### src/rtl/hbg_pkg.sv
// Shared types for the H-bridge gate controller.
// Assumes: nothing beyond IEEE 1800-2017.
package hbg_pkg;

    // Drive state of one half-bridge.
    typedef enum logic [1:0] {
        LEG_OFF  = 2'd0,
        LEG_HIGH = 2'd1,
        LEG_LOW  = 2'd2
    } leg_state_e;

endpackage

### src/rtl/hbg_mode_decode.sv
// Combinational decode of the control inputs into a target state per half.
// Assumes: float_i is the registered float state from hbg_zero_hold.
module hbg_mode_decode
    import hbg_pkg::*;
(
    input  logic       awake_i,
    input  logic       kill_i,
    input  logic       dir_i,
    input  logic       drive_en_i,
    input  logic       slow_dcy_i,
    input  logic       hs_recirc_i,
    input  logic       float_i,
    output leg_state_e tgt_a_o,
    output leg_state_e tgt_b_o,
    output logic       fast_o
);

    // Fast decay is only active while the bridge is allowed to run.
    always_comb begin
        fast_o = awake_i && !kill_i && !drive_en_i && !slow_dcy_i;
    end

    // Select the per-half target for the current mode.
    always_comb begin
        tgt_a_o = LEG_OFF;
        tgt_b_o = LEG_OFF;
        if (!awake_i || kill_i) begin
            tgt_a_o = LEG_OFF;
            tgt_b_o = LEG_OFF;
        end else if (drive_en_i) begin
            tgt_a_o = dir_i ? LEG_HIGH : LEG_LOW;
            tgt_b_o = dir_i ? LEG_LOW  : LEG_HIGH;
        end else if (!slow_dcy_i) begin
            if (float_i) begin
                tgt_a_o = LEG_OFF;
                tgt_b_o = LEG_OFF;
            end else begin
                tgt_a_o = dir_i ? LEG_LOW  : LEG_HIGH;
                tgt_b_o = dir_i ? LEG_HIGH : LEG_LOW;
            end
        end else begin
            tgt_a_o = hs_recirc_i ? LEG_HIGH : LEG_LOW;
            tgt_b_o = hs_recirc_i ? LEG_HIGH : LEG_LOW;
        end
    end

endmodule

### src/rtl/hbg_zero_hold.sv
// Latches the zero-current float state during fast decay.
// Assumes: fast_i is high only while fast decay is commanded.
module hbg_zero_hold (
    input  logic clk,
    input  logic rst_n,
    input  logic fast_i,
    input  logic zero_i,
    output logic float_o
);

    logic float_q;

    // Set on the zero flag in fast decay, hold while fast decay lasts.
    always_ff @(posedge clk) begin
        if (!rst_n) float_q <= 1'b0;
        else        float_q <= fast_i && (float_q || zero_i);
    end

    assign float_o = float_q;

    p_float_set_r5: assert property (@(posedge clk) disable iff (!rst_n)
        (fast_i && zero_i) |=> float_o);

    p_float_clear_r6: assert property (@(posedge clk) disable iff (!rst_n)
        !fast_i |=> !float_o);

endmodule

### src/rtl/hbg_leg.sv
// One half-bridge: follows its target state, inserting DEAD_CYC off cycles
// whenever it changes side.
// Assumes: DEAD_CYC >= 1; the target may change on any cycle.
module hbg_leg
    import hbg_pkg::*;
#(
    parameter int DEAD_CYC = 100
) (
    input  logic       clk,
    input  logic       rst_n,
    input  leg_state_e tgt_i,
    output logic       hi_o,
    output logic       lo_o
);

    localparam int CW = $clog2(DEAD_CYC + 1);
    localparam logic [CW-1:0] LOAD = CW'(DEAD_CYC - 1);

    leg_state_e     cur_q;
    leg_state_e     last_q;
    logic [CW-1:0]  cnt_q;

    // State, last-used side and dead counter update.
    always_ff @(posedge clk) begin
        if (!rst_n) begin
            cur_q  <= LEG_OFF;
            last_q <= LEG_OFF;
            cnt_q  <= '0;
        end else if (tgt_i == LEG_OFF) begin
            if (cur_q != LEG_OFF) begin
                last_q <= cur_q;
                cnt_q  <= LOAD;
                cur_q  <= LEG_OFF;
            end else if (cnt_q != '0) begin
                cnt_q <= cnt_q - 1'b1;
            end
        end else if (tgt_i == cur_q) begin
            cur_q <= cur_q;
        end else if (cur_q != LEG_OFF) begin
            last_q <= cur_q;
            cnt_q  <= LOAD;
            cur_q  <= LEG_OFF;
        end else if (cnt_q == '0 || tgt_i == last_q) begin
            cur_q <= tgt_i;
        end else begin
            cnt_q <= cnt_q - 1'b1;
        end
    end

    // Switch commands from the state.
    assign hi_o = (cur_q == LEG_HIGH);
    assign lo_o = (cur_q == LEG_LOW);

    p_no_shoot_r7: assert property (@(posedge clk) disable iff (!rst_n)
        !(hi_o && lo_o));

    p_gap_hi_r8: assert property (@(posedge clk) disable iff (!rst_n)
        hi_o |-> !$past(lo_o));

    p_gap_lo_r8: assert property (@(posedge clk) disable iff (!rst_n)
        lo_o |-> !$past(hi_o));

endmodule

### src/rtl/hbg_ctrl.sv
// Top of the H-bridge gate controller: decode, float latch and two legs.
// Assumes: inputs are synchronous to clk; the reset is synchronous, active low.
module hbg_ctrl
    import hbg_pkg::*;
#(
    parameter int DEAD_CYC = 100
) (
    input  logic clk,
    input  logic rst_n,
    input  logic awake_i,
    input  logic kill_i,
    input  logic dir_i,
    input  logic drive_en_i,
    input  logic slow_dcy_i,
    input  logic hs_recirc_i,
    input  logic zero_cur_i,
    output logic gate_a_hi_o,
    output logic gate_a_lo_o,
    output logic gate_b_hi_o,
    output logic gate_b_lo_o
);

    localparam int NLEG = 2;

    leg_state_e tgt [NLEG];
    logic       hi  [NLEG];
    logic       lo  [NLEG];
    logic       fast;
    logic       float_st;

    hbg_mode_decode u_dec (
        .awake_i     (awake_i),
        .kill_i      (kill_i),
        .dir_i       (dir_i),
        .drive_en_i  (drive_en_i),
        .slow_dcy_i  (slow_dcy_i),
        .hs_recirc_i (hs_recirc_i),
        .float_i     (float_st),
        .tgt_a_o     (tgt[0]),
        .tgt_b_o     (tgt[1]),
        .fast_o      (fast)
    );

    hbg_zero_hold u_zero (
        .clk     (clk),
        .rst_n   (rst_n),
        .fast_i  (fast),
        .zero_i  (zero_cur_i),
        .float_o (float_st)
    );

    for (genvar g = 0; g < NLEG; g++) begin : g_leg
        hbg_leg #(.DEAD_CYC(DEAD_CYC)) u_leg (
            .clk   (clk),
            .rst_n (rst_n),
            .tgt_i (tgt[g]),
            .hi_o  (hi[g]),
            .lo_o  (lo[g])
        );
    end

    assign gate_a_hi_o = hi[0];
    assign gate_a_lo_o = lo[0];
    assign gate_b_hi_o = hi[1];
    assign gate_b_lo_o = lo[1];

    p_sleep_off_r1: assert property (@(posedge clk) disable iff (!rst_n)
        !awake_i |=> !(gate_a_hi_o || gate_a_lo_o || gate_b_hi_o || gate_b_lo_o));

    p_kill_off_r9: assert property (@(posedge clk) disable iff (!rst_n)
        kill_i |=> !(gate_a_hi_o || gate_a_lo_o || gate_b_hi_o || gate_b_lo_o));

endmodule

### config.mk
export PLATFORM = sky130hd
export DESIGN_NAME = hbg_ctrl
export DESIGN_NICKNAME = d
export VERILOG_FILES = /design/src/rtl/hbg_pkg.sv /design/src/rtl/hbg_mode_decode.sv /design/src/rtl/hbg_zero_hold.sv /design/src/rtl/hbg_leg.sv /design/src/rtl/hbg_ctrl.sv
export SDC_FILE = /design/constraint.sdc
export NUM_CORES = 1
export LEC_CHECK = 0
export BUFFER_PORTS_ARGS = -buffer_cell sky130_fd_sc_hd__buf_2
export CAP_MARGIN = 30
export CORE_MARGIN = 5
export CORE_UTILIZATION = 40
export DETAILED_ROUTE_END_ITERATION = 16
export SKIP_LAST_GASP = 1
export SLEW_MARGIN = 20
export SYNTH_ARGS = -nofsm -noshare
export SYNTH_HDL_FRONTEND = slang
export SYNTH_SLANG_ARGS = --single-unit
### constraint.sdc
create_clock -name clk -period 4.9 [get_ports clk]
set_clock_uncertainty 0.2 [all_clocks]
set_input_delay 0.245 -clock clk [delete_from_list [all_inputs] [get_ports clk]]
set_output_delay 0.245 -clock clk [all_outputs]
set_load 0.02 [all_outputs]
### After elaboration in Yosys (flattened, before gate mapping)

Index checks and enable logic that the tools add are counted.

* add/sub/neg operators: 2
* equal/unequal tests: 16
* muxes and demuxes: 39
* reduce and logical (&&, ||, !) cells: 26

Operator list (count)
* 7-bit 2-to-1 mux: 12
* 2-bit 2-to-1 mux: 27
* 7-bit zero test: 2
* 7-bit nonzero test: 2
* 7-bit by 1-bit subtractor with 7-bit output, second input constant: 2
* 3-bit AND reduction: 4
* 2-bit equality test: 4
* 3-bit by 1-bit inequality test with 1-bit output, second input constant: 2
* 3-bit inequality test, second input constant: 2
* 3-bit nonzero test: 2
* 2-bit by 1-bit equality test with 1-bit output, second input constant: 2
* 2-bit equality test, second input constant: 2
* 1-bit logical AND: 4
* 1-bit zero test: 4
* 2-bit zero test: 2
* 1-bit logical OR: 4
* 2-bit by 1-bit inequality test with 1-bit output, second input constant: 2
* 2-bit inequality test, second input constant: 2
* 2-bit nonzero test: 2

* register bits after elaboration: 23
* input bits: 9
* output and inout port bits: 4
* logic and storage cells: 90

### Logic depth before layout (Yosys ltp)

Gate-level depths: netlist of run 1.

* depth after elaboration: 11
* mapped depth: 8
* depth with buffers taken out: 8

### Cells and area by module

From an unflattened synthesis of run 1, not the netlist that was laid out.

* cells, all modules: 204
* area, all modules: 1637.8 um^2

Modules (own cells, without submodules)
* hbg_leg: instances 2, cells an instance 95, area each 762.0 um^2, sequential area each 220.2 um^2
* hbg_mode_decode: instances 1, cells an instance 12, area each 83.8 um^2, sequential area each 0.0 um^2
* hbg_zero_hold: instances 1, cells an instance 2, area each 30.0 um^2, sequential area each 20.0 um^2

### Worst setup path before layout of run 1

OpenSTA, ideal clock, no wires.

* kind: register -> register
* start point: register u_zero.float_q, in the netlist u_zero.float_o
* end point: register g_leg[0].u_leg.cnt_q[1]
* library setup time: 72 ps
* data arrival time: 1794 ps
* data required time: 4628 ps
* path slack: 2834 ps
* stages on the path, launching flop included: 7
* path buffers: 0
* cell sequence: dfxtp_1 nor3_1 o211ai_2 xnor2_1 o21a_4 o21ai_0 mux2i_1

* word-level cells in the longest chain between the ends: 8

RTL lines
* from (decl): line hbg_zero_hold.sv:11 `logic float_q;`
* from (signal assigned): line hbg_zero_hold.sv:16 `else float_q <= fast_i && (float_q || zero_i);`
* 2-bit 2-to-1 mux *: line hbg_mode_decode.sv:34 `if (float_i) begin`
* 2-bit 2-to-1 mux *: line hbg_mode_decode.sv:33 `end else if (!slow_dcy_i) begin`
* 2-bit 2-to-1 mux *: line hbg_mode_decode.sv:30 `end else if (drive_en_i) begin`
* 2-bit 2-to-1 mux *: line hbg_mode_decode.sv:27 `if (!awake_i || kill_i) begin`
* 2-bit equality test: line hbg_leg.sv:43 `end else if (cnt_q == '0 || tgt_i == last_q) begin`
* 1-bit logical OR: line hbg_leg.sv:43
* 3-bit by 1-bit inequality test with 1-bit output (no line)
* 3-bit AND reduction (no line)
* to (signal assigned): line hbg_leg.sv:35 `cnt_q <= cnt_q - 1'b1;`
* to (signal assigned): line hbg_leg.sv:46 `cnt_q <= cnt_q - 1'b1;`
* to (decl): line hbg_leg.sv:21 `logic [CW-1:0] cnt_q;`

Every way passes the cells marked *; elsewhere a longest branch is shown, timed or not.
A chain may end at the register's enable or synchronous reset.

### Worst setup path in the final report of run 1

* start point: register u_zero.float_q, in the netlist u_zero.float_o
* end point: register g_leg[1].u_leg.cnt_q[6]

* word-level cells in the longest chain between the ends: 8

RTL lines (line)
* 2-bit 2-to-1 mux *: hbg_mode_decode.sv:34
* 2-bit 2-to-1 mux *: hbg_mode_decode.sv:33
* 2-bit 2-to-1 mux *: hbg_mode_decode.sv:30
* 2-bit 2-to-1 mux *: hbg_mode_decode.sv:27
* 2-bit equality test: hbg_leg.sv:43
* 1-bit logical OR: hbg_leg.sv:43
* 3-bit by 1-bit inequality test with 1-bit output (no line)
* 3-bit AND reduction (no line)
* to (signal assigned): hbg_leg.sv:35
* to (signal assigned): hbg_leg.sv:46
* to (decl): hbg_leg.sv:21

Marks and branches as above.

==> results of run 1 <==
-- per-stage QoR --
stage | cells | cell area [um^2] | hold slack (ps) | power, mW | setup WS, ps
2_1_floorplan | 194 | 1570 | 123 | 0.594 | 2830
3_3_place_gp | 247 | 1650 | 265 | 0.663 | 2620
3_5_place_dp | 247 | 1650 | 265 | 0.680 | 2550
4_1_cts | 251 | 1700 | 22.5 | 0.806 | 2540
5_1_grt | 251 | 1700 | 35.5 | 0.874 | 2370
6_report | 251 | 1700 | 28.6 | 0.805 | 2530
-- worst max path at each step --
stage                                    endpoint            from  slack [ps]  cells after the start
final                     g_leg[1].u_leg.cnt_q[6]  u_zero.float_o        2530                      6
after global routing      g_leg[1].u_leg.cnt_q[6]  u_zero.float_o        2370                      6
after CTS                 g_leg[1].u_leg.cnt_q[6]  u_zero.float_o        2540                      6
after detailed placement  g_leg[1].u_leg.cnt_q[6]           dir_i        2550                      7
after global placement    g_leg[0].u_leg.cnt_q[1]           dir_i        2620                      7
after floorplan           g_leg[0].u_leg.cnt_q[1]  u_zero.float_o        2830                      6
-- registers in the layout (all words and copies together) (netlist names) --
name,cells
g_leg.u_leg.cur_q,4
u_zero.float_o,1
g_leg.u_leg.cnt_q,14
g_leg.u_leg.last_q,4
-- kinds of logic after synthesis --
group	count (synthesis)	share of synthesized area (%)
XOR/XNOR	6	3.36
AO/OA/AOI/OAI	60	31.2
AND/OR/NAND/NOR	86	28.5
buffers and inverters	14	3.75
flip-flops	23	29.4
adder cells (fa/ha/maj)	4	3.20
multiplexers	1	0.639
-- power breakdown --
part / switching, mW / internal, mW / leakage (nW) / total (mW)
clock: 0.0634 / 0.0582 / 0.0228 / 0.122
combinational: 0.223 / 0.172 / 0.474 / 0.395
sequential: 0.0515 / 0.237 / 0.189 / 0.289
-- synthesized netlist by cell type, drive strengths merged, types with 2 or more instances --
cell type,number
a211oi,2
a21boi,2
a21o,3
a21oi,12
a22o,2
a311oi,2
a31oi,2
and3,2
clkbuf,6
dfxtp,23
ha,4
inv,7
nand2,25
nand2b,6
nand3,6
nor2,14
nor2b,5
nor3,12
nor3b,3
nor4,3
o2111a,2
o211ai,8
o21a,2
o21ai,6
o311ai,3
o31ai,2
or2,2
or3,2
xnor2,3
xor2,3
-- layer usage --
metal | wire length (um) | GRT usage [%] | vias to the layer above | part of all wire (%)
met5 | 0 | 0 | - | 0
met4 | 62 | 5.33 | 0 | 1.7
met3 | 154 | 3.72 | 6 | 4.1
met2 | 1860 | 25.6 | 32 | 50
met1 | 1670 | 17.5 | 728 | 45
li1 | - | - | 749 | -
-- layout make-up --
class | instances | area share [%]
clock buffers | 4 | 2.65
inverters | 7 | 1.55
multi-input cells | 157 | 61.6
flip-flops and latches | 23 | 27.1
well taps | 48 | 3.53
repair buffers | 12 | 3.53
-- worst reg2reg max path: stages (launching register included) --
cell,delay (ps)
dfxtp_1,360
nor3_1,430
o311ai_2,200
xor2_1,220
and3_1,230
nor3_1,410
a311oi_1,180
==> reports/metrics.cfg, run 1 <==
[run_status]
status=finished, final reports clean

[detailed_routing]
ant_nets=0
drt_pass1_iterations=4
drc=0
wl_mm=3.75
routedWlPerCell_um=14.9
drt_first_iter_violations=72
vias=1515
avgViaCountPerCell=6.04

[clocking]
clk_pin_slew_ps=90
cts_num_sinks=23
postCtsSetupBuffers=0
cts_hold_buffers=0
cts_htree_levels=1
clk_latency_ps=270
cts_tree=done
cts-buffers-inserted=3
cts.repair.resized=0
cts_buffer_depth=2
ctsRootBufferMaster=clkbuf_8

[setup_path]
cp.arrival_ps=2300
end_kind=flip-flop
r2r_end=g_leg[1].u_leg.cnt_q[6]
cp.required_ps=4830
crit_buf_inv=0
path_max_fanout=5
ff2ff_setup_slack_ps=2530
worstPathCellList=nor3_1 > o311ai_2 > xor2_1 > and3_1 > nor3_1 > a311oi_1
worst_path_most_repeated_cell=nor3_1
cp-start-kind=flip-flop
r2r-start=u_zero.float_o
critical-path-max-stage-delay_ps=430
cpMaxStageDelayCell=nor3_1
path_class=reg -> reg
path_delay_family=simple AND/OR/NAND/NOR gates
r2r_cells=6

[sta]
grt_setup_unrepaired=false
final-hold-violation-count=0
fin_crit_ps=2370
drv_slew=0
worst_pin_slew_ps=605
timing.setup.tns_ps=0
finalCritPeriodShare_pct=48.4
max_freq_mhz=421
slew_headroom_pct=59.5
finalSetupViolations=0

[synthesis]
yosysWarningCount=0
synthArstFlopShare_pct=0
ys_ff_latch=23
syn_inst=194
synth_edf_count=0
synth_area_leaders=dfxtp_1, nand2_1, a21oi_1
synthesis.nets=207
syn_area_mm2=0.00157
ys.flop_type=dfxtp_1
ys_seq_area_share_pct=29.4
synth_top_cell_area_share_pct=29.4
yosysUniqueCellTypes=58
synth.avg_cell_area_um2=8.07
netlist.top_cell.by_area=dfxtp_1

[floorplanning]
rows=22
num_io_pins=13
die_h_um=72.6
core-area_mm2=0.00372
initial_core_util_pct=42.2
die_w_um=72.6
design.die.area_mm2=0.00527

[placed_design]
gp_congestion=0.824
dp_hpwl_mm=2.77
port_buffers=12

[layout]
syn2layout_area_growth_pct=8.47
regArea_um2=460
fin_nets=217
fill_cells=386
drive_gt1_share_pct=13.3
antennaDiodeCount=0
multi_input_area_mm2=0.00105
final_cell_mix=nand2_1, dfxtp_1, nor2_1
final_util_pct=45.7
final_common_cell=nand2_1

[global_routing]
antenna_found_initial=0
grt_pass1_vias=1400
grt.total_usage_pct=14.8
grt_pass1_wl_mm=6.29
grt.overflow.total=0
grt_max_degree=18

[power_and_ir_drop]
peakVddDrop_v=0.000276
power.leakage_nw=0.685
powerDensity_mw_per_mm2=474

[min_path]
min_from=slow_dcy_i
hold_path_class=in -> reg
holdPathStages=2
hold_end=u_zero.float_o

[run]
cap_violations=0

Power figures use the tool's default switching activity.
==> run 2, diff against run 1 <==
ABC_AREA = 1   (was default)
clock period = 1.93 ns   (was 4.9 ns; I/O delays follow)
==> run 2 against run 1 <==
  * Final area rose by 13%
  * Final cell count grew 33%
  * Register-to-register slack worse by 2400 ps
  * Flip-flop and latch count did not move
  * Wire length down 6.6%
  * Utilization rose by 2.3 points
  * Sequential share of layout area decreased by 3.1 points
  * Clock power grew to 2.5 times the previous value
==> reports/metrics.cfg, run 2 <==
[run_status]
status=finished, final reports clean

[placed_design]
port_buffers=12  ; unchanged
dp_slack_ps=27.5  ; -2520 ps
dp_hpwl_mm=2.39  ; -14%
place_inst=323  ; +31%
placed_cell_area_mm2=0.00175  ; +5.9%
gp_congestion=0.815  ; -1.2%

[clocking]
cts-buffers-inserted=3  ; unchanged
cts_buffer_depth=2  ; unchanged
cts_num_sinks=23  ; unchanged
clk_pin_slew_ps=80  ; about the same
cts_tree=done
ctsRootBufferMaster=clkbuf_8
clk_latency_ps=260  ; about the same
cts_htree_levels=1  ; unchanged

[synthesis]
yosys-top-cells-count=nand2_1, inv_1, nand3_1
synthArstFlopShare_pct=0  ; unchanged
ys_ff_latch=23  ; unchanged
yosysWarningCount=0  ; unchanged
synth_area_leaders=dfxtp_1, nand2_1, nand3_1
synth.avg_cell_area_um2=6.31  ; -22%
syn_inst=261  ; +35%
synthesis.nets=274  ; +32%
syn_area_mm2=0.00165  ; +5.1%
synth_top_cell_area_share_pct=28.0  ; -1.4 points
ys_seq_area_share_pct=28.0  ; -1.4 points
ys.flop_type=dfxtp_1
yosysUniqueCellTypes=31  ; -47%
synth_edf_count=0  ; unchanged
synth.most_common_cell=nand2_1
netlist.top_cell.by_area=dfxtp_1

[setup_path]
path_max_fanout=14  ; +9
end_kind=flip-flop
critical-path-max-stage-delay_ps=380  ; -50 ps
worst_path_most_repeated_cell=nand2_1
cp.required_ps=1900  ; -2930 ps
path_class=reg -> reg
cpMaxStageDelayCell=dfxtp_1
critPathLaunch=u_zero.float_o
r2r-start=u_zero.float_o
cp-start-kind=flip-flop
worstPathCellList=inv_1 > nand2_1 > nand2_1 > nand2_1 > nand2_1 > nand2_4 > nand2_1 > nand2_1 > nand2_1 > nand2_1 > nand3_1 > buf_4 > a21oi_1 > nor2_1
cp.arrival_ps=1800  ; -500 ps

[layout]
fin_nets=297  ; +37%
largest_reg_flops=14  ; unchanged
finalNonFillerCells=333  ; +33%
fill_cells=405  ; +4.9%
final_common_cell=nand2_1
syn2layout_area_growth_pct=16.6
design_area_mm2=0.00192  ; +13%
antennaDiodeCount=0  ; unchanged
regMostFlops=g_leg.u_leg.cnt_q
drive_gt1_share_pct=19.4  ; +6.1 points
final_util_pct=48.0  ; +2.3 points
final_cell_mix=nand2_1, inv_1, nand3_1
top_regs=g_leg.u_leg.cnt_q: 14 flops, g_leg.u_leg.cur_q: 4 flops, g_leg.u_leg.last_q: 4 flops

[global_routing]
grt_pass1_wl_mm=5.72  ; -9.0%
grt.total_usage_pct=13.1  ; -1.7 points
grt_pass1_vias=1370  ; -2.1%
antenna_found_initial=0  ; unchanged
grt_max_degree=15  ; -3
grt.overflow.total=0  ; unchanged

[sta]
finalSetupViolations=0  ; unchanged
hold_slack_ps=20.0  ; -8.59 ps
finalCritPeriodShare_pct=95.2  ; +47 points
max_freq_mhz=545  ; +29%
fin_crit_ps=1840  ; -537 ps
worst_pin_slew_ps=337  ; -268 ps
grt_setup_unrepaired=true
drv_slew=0  ; unchanged
slew_headroom_pct=77.5  ; +18 points
timing.setup.tns_ps=0  ; unchanged
final-hold-violation-count=0  ; unchanged
fin_ws_ps=93.6  ; -2430 ps

[detailed_routing]
drc=0  ; unchanged
drt_pass1_iterations=4  ; unchanged
vias=1595  ; +5.3%
routedWlPerCell_um=10.5  ; -30%
avgViaCountPerCell=4.79  ; -21%
ant_nets=0  ; unchanged
wl_mm=3.50  ; -6.6%
drt_first_iter_violations=88  ; +22%

[power_and_ir_drop]
power.leakage_nw=0.936  ; +37%
p_int_mw=1.30  ; +180%
p_seq_share_pct=32.3  ; -3.5 points
switchingPower_uw=997  ; +200%
total_power_mw=2.30  ; +190%
switching_share_pct=43.3  ; +1.4 points
p_comb_share_pct=54.3  ; +5.2 points
clkPwrFrac_pct=13.3  ; -1.8 points
powerDensity_mw_per_mm2=1200  ; +150%
peakVddDrop_v=0.000840  ; +200%

[min_path]
min_from=rst_n
hold_path_class=in -> reg

[floorplanning]
die_w_um=74.2  ; +2.2%
die_h_um=74.2  ; +2.2%
num_io_pins=13  ; unchanged
rows=23  ; +4.5%
initial_core_util_pct=41.2  ; -0.99 points
design.die.area_mm2=0.00550  ; +4.4%
core-area_mm2=0.00400  ; +7.6%

[run]
cap_violations=0  ; unchanged

-- run 2: cell count changes after synthesis, moves of 4 or more --
cell | before | now
nand2_1 | 25 | 67
inv_1 | 7 | 34
nand3_1 | 6 | 33
nor2_1 | 14 | 30
nor3_1 | 12 | 3
a21oi_1 | 12 | 20
nand2_2 | 0 | 7
clkbuf_1 | 6 | 0
nand2b_1 | 6 | 0
o211ai_1 | 6 | 0
a21oi_2 | 0 | 4
nor2b_1 | 4 | 0
-- run 2: critical path, delay by kind of cell (launching register included) --
kind,cells,cell delay (ps)
AOI/OAI and AO/OA,1,140
buffers and inverters,2,250
DFF,1,380
and+or+nand+nor,11,770
-- run 2: logic make-up (layout without fill, tap and decap cells) --
logic type / Yosys count / after routing / synth area share, %
AND/OR/NAND/NOR: 154 / 154 / 42.6
XOR/XNOR: 1 / 1 / 0.532
flip-flops: 23 / 23 / 28.0
buffers and inverters: 43 / 64 / 13.0
AO/OA/AOI/OAI: 36 / 37 / 12.8
adder cells (fa/ha/maj): 4 / 4 / 3.04
-- run 2: worst paths after layout --
check / endpoint / slack [ps] / cells past startpoint
setup / recovery: g_leg[0].u_leg.cnt_q[0] / 90 / 14
hold / removal: g_leg[0].u_leg.last_q[0] / 20 / 3
hold reg to reg: g_leg[1].u_leg.last_q[0] / 280 / 2
setup reg to reg: g_leg[0].u_leg.cnt_q[0] / 90 / 14
-- run 2: area by class of cell --
class                      instances  area [um^2]  share of cell area (%)
clock buffer                       4         45.0                    2.35
inverter                          37          139                    7.23
multi-input combinational        196         1050                    54.9
sequential                        23          460                    24.0
tap                               50         62.6                    3.26
timing repair buffer              23          160                    8.34
-- run 2: power groups by stage --
stage / clock network, mW / logic [mW] / registers, mW
floorplan: 0 / 1.06 / 0.719
global placement: 0 / 1.14 / 0.748
detailed placement: 0 / 1.15 / 0.750
CTS: 0.326 / 1.15 / 0.740
global route: 0.341 / 1.46 / 0.770
finish: 0.306 / 1.25 / 0.744
-- run 2: repair_timing --
item | in CTS | in global routing
gates resized for setup | 0 | 12
buffers inserted | 0 | 3
hold buffers | 2 | 0
endpoints found under the setup margin | 0 | 14
hold endpoints to repair | 1 | 0
-- run 2: per-layer routing --
| layer | global-route usage, % | vias to the layer above | share of wire (%) |
|---|---|---|---|
| met5 | 0 | - | 0 |
| met3 | 2.84 | 2 | 3.3 |
| met4 | 4.23 | 0 | 0.83 |
| met1 | 16.5 | 696 | 49 |
| li1 | - | 875 | - |
| met2 | 22.0 | 22 | 47 |
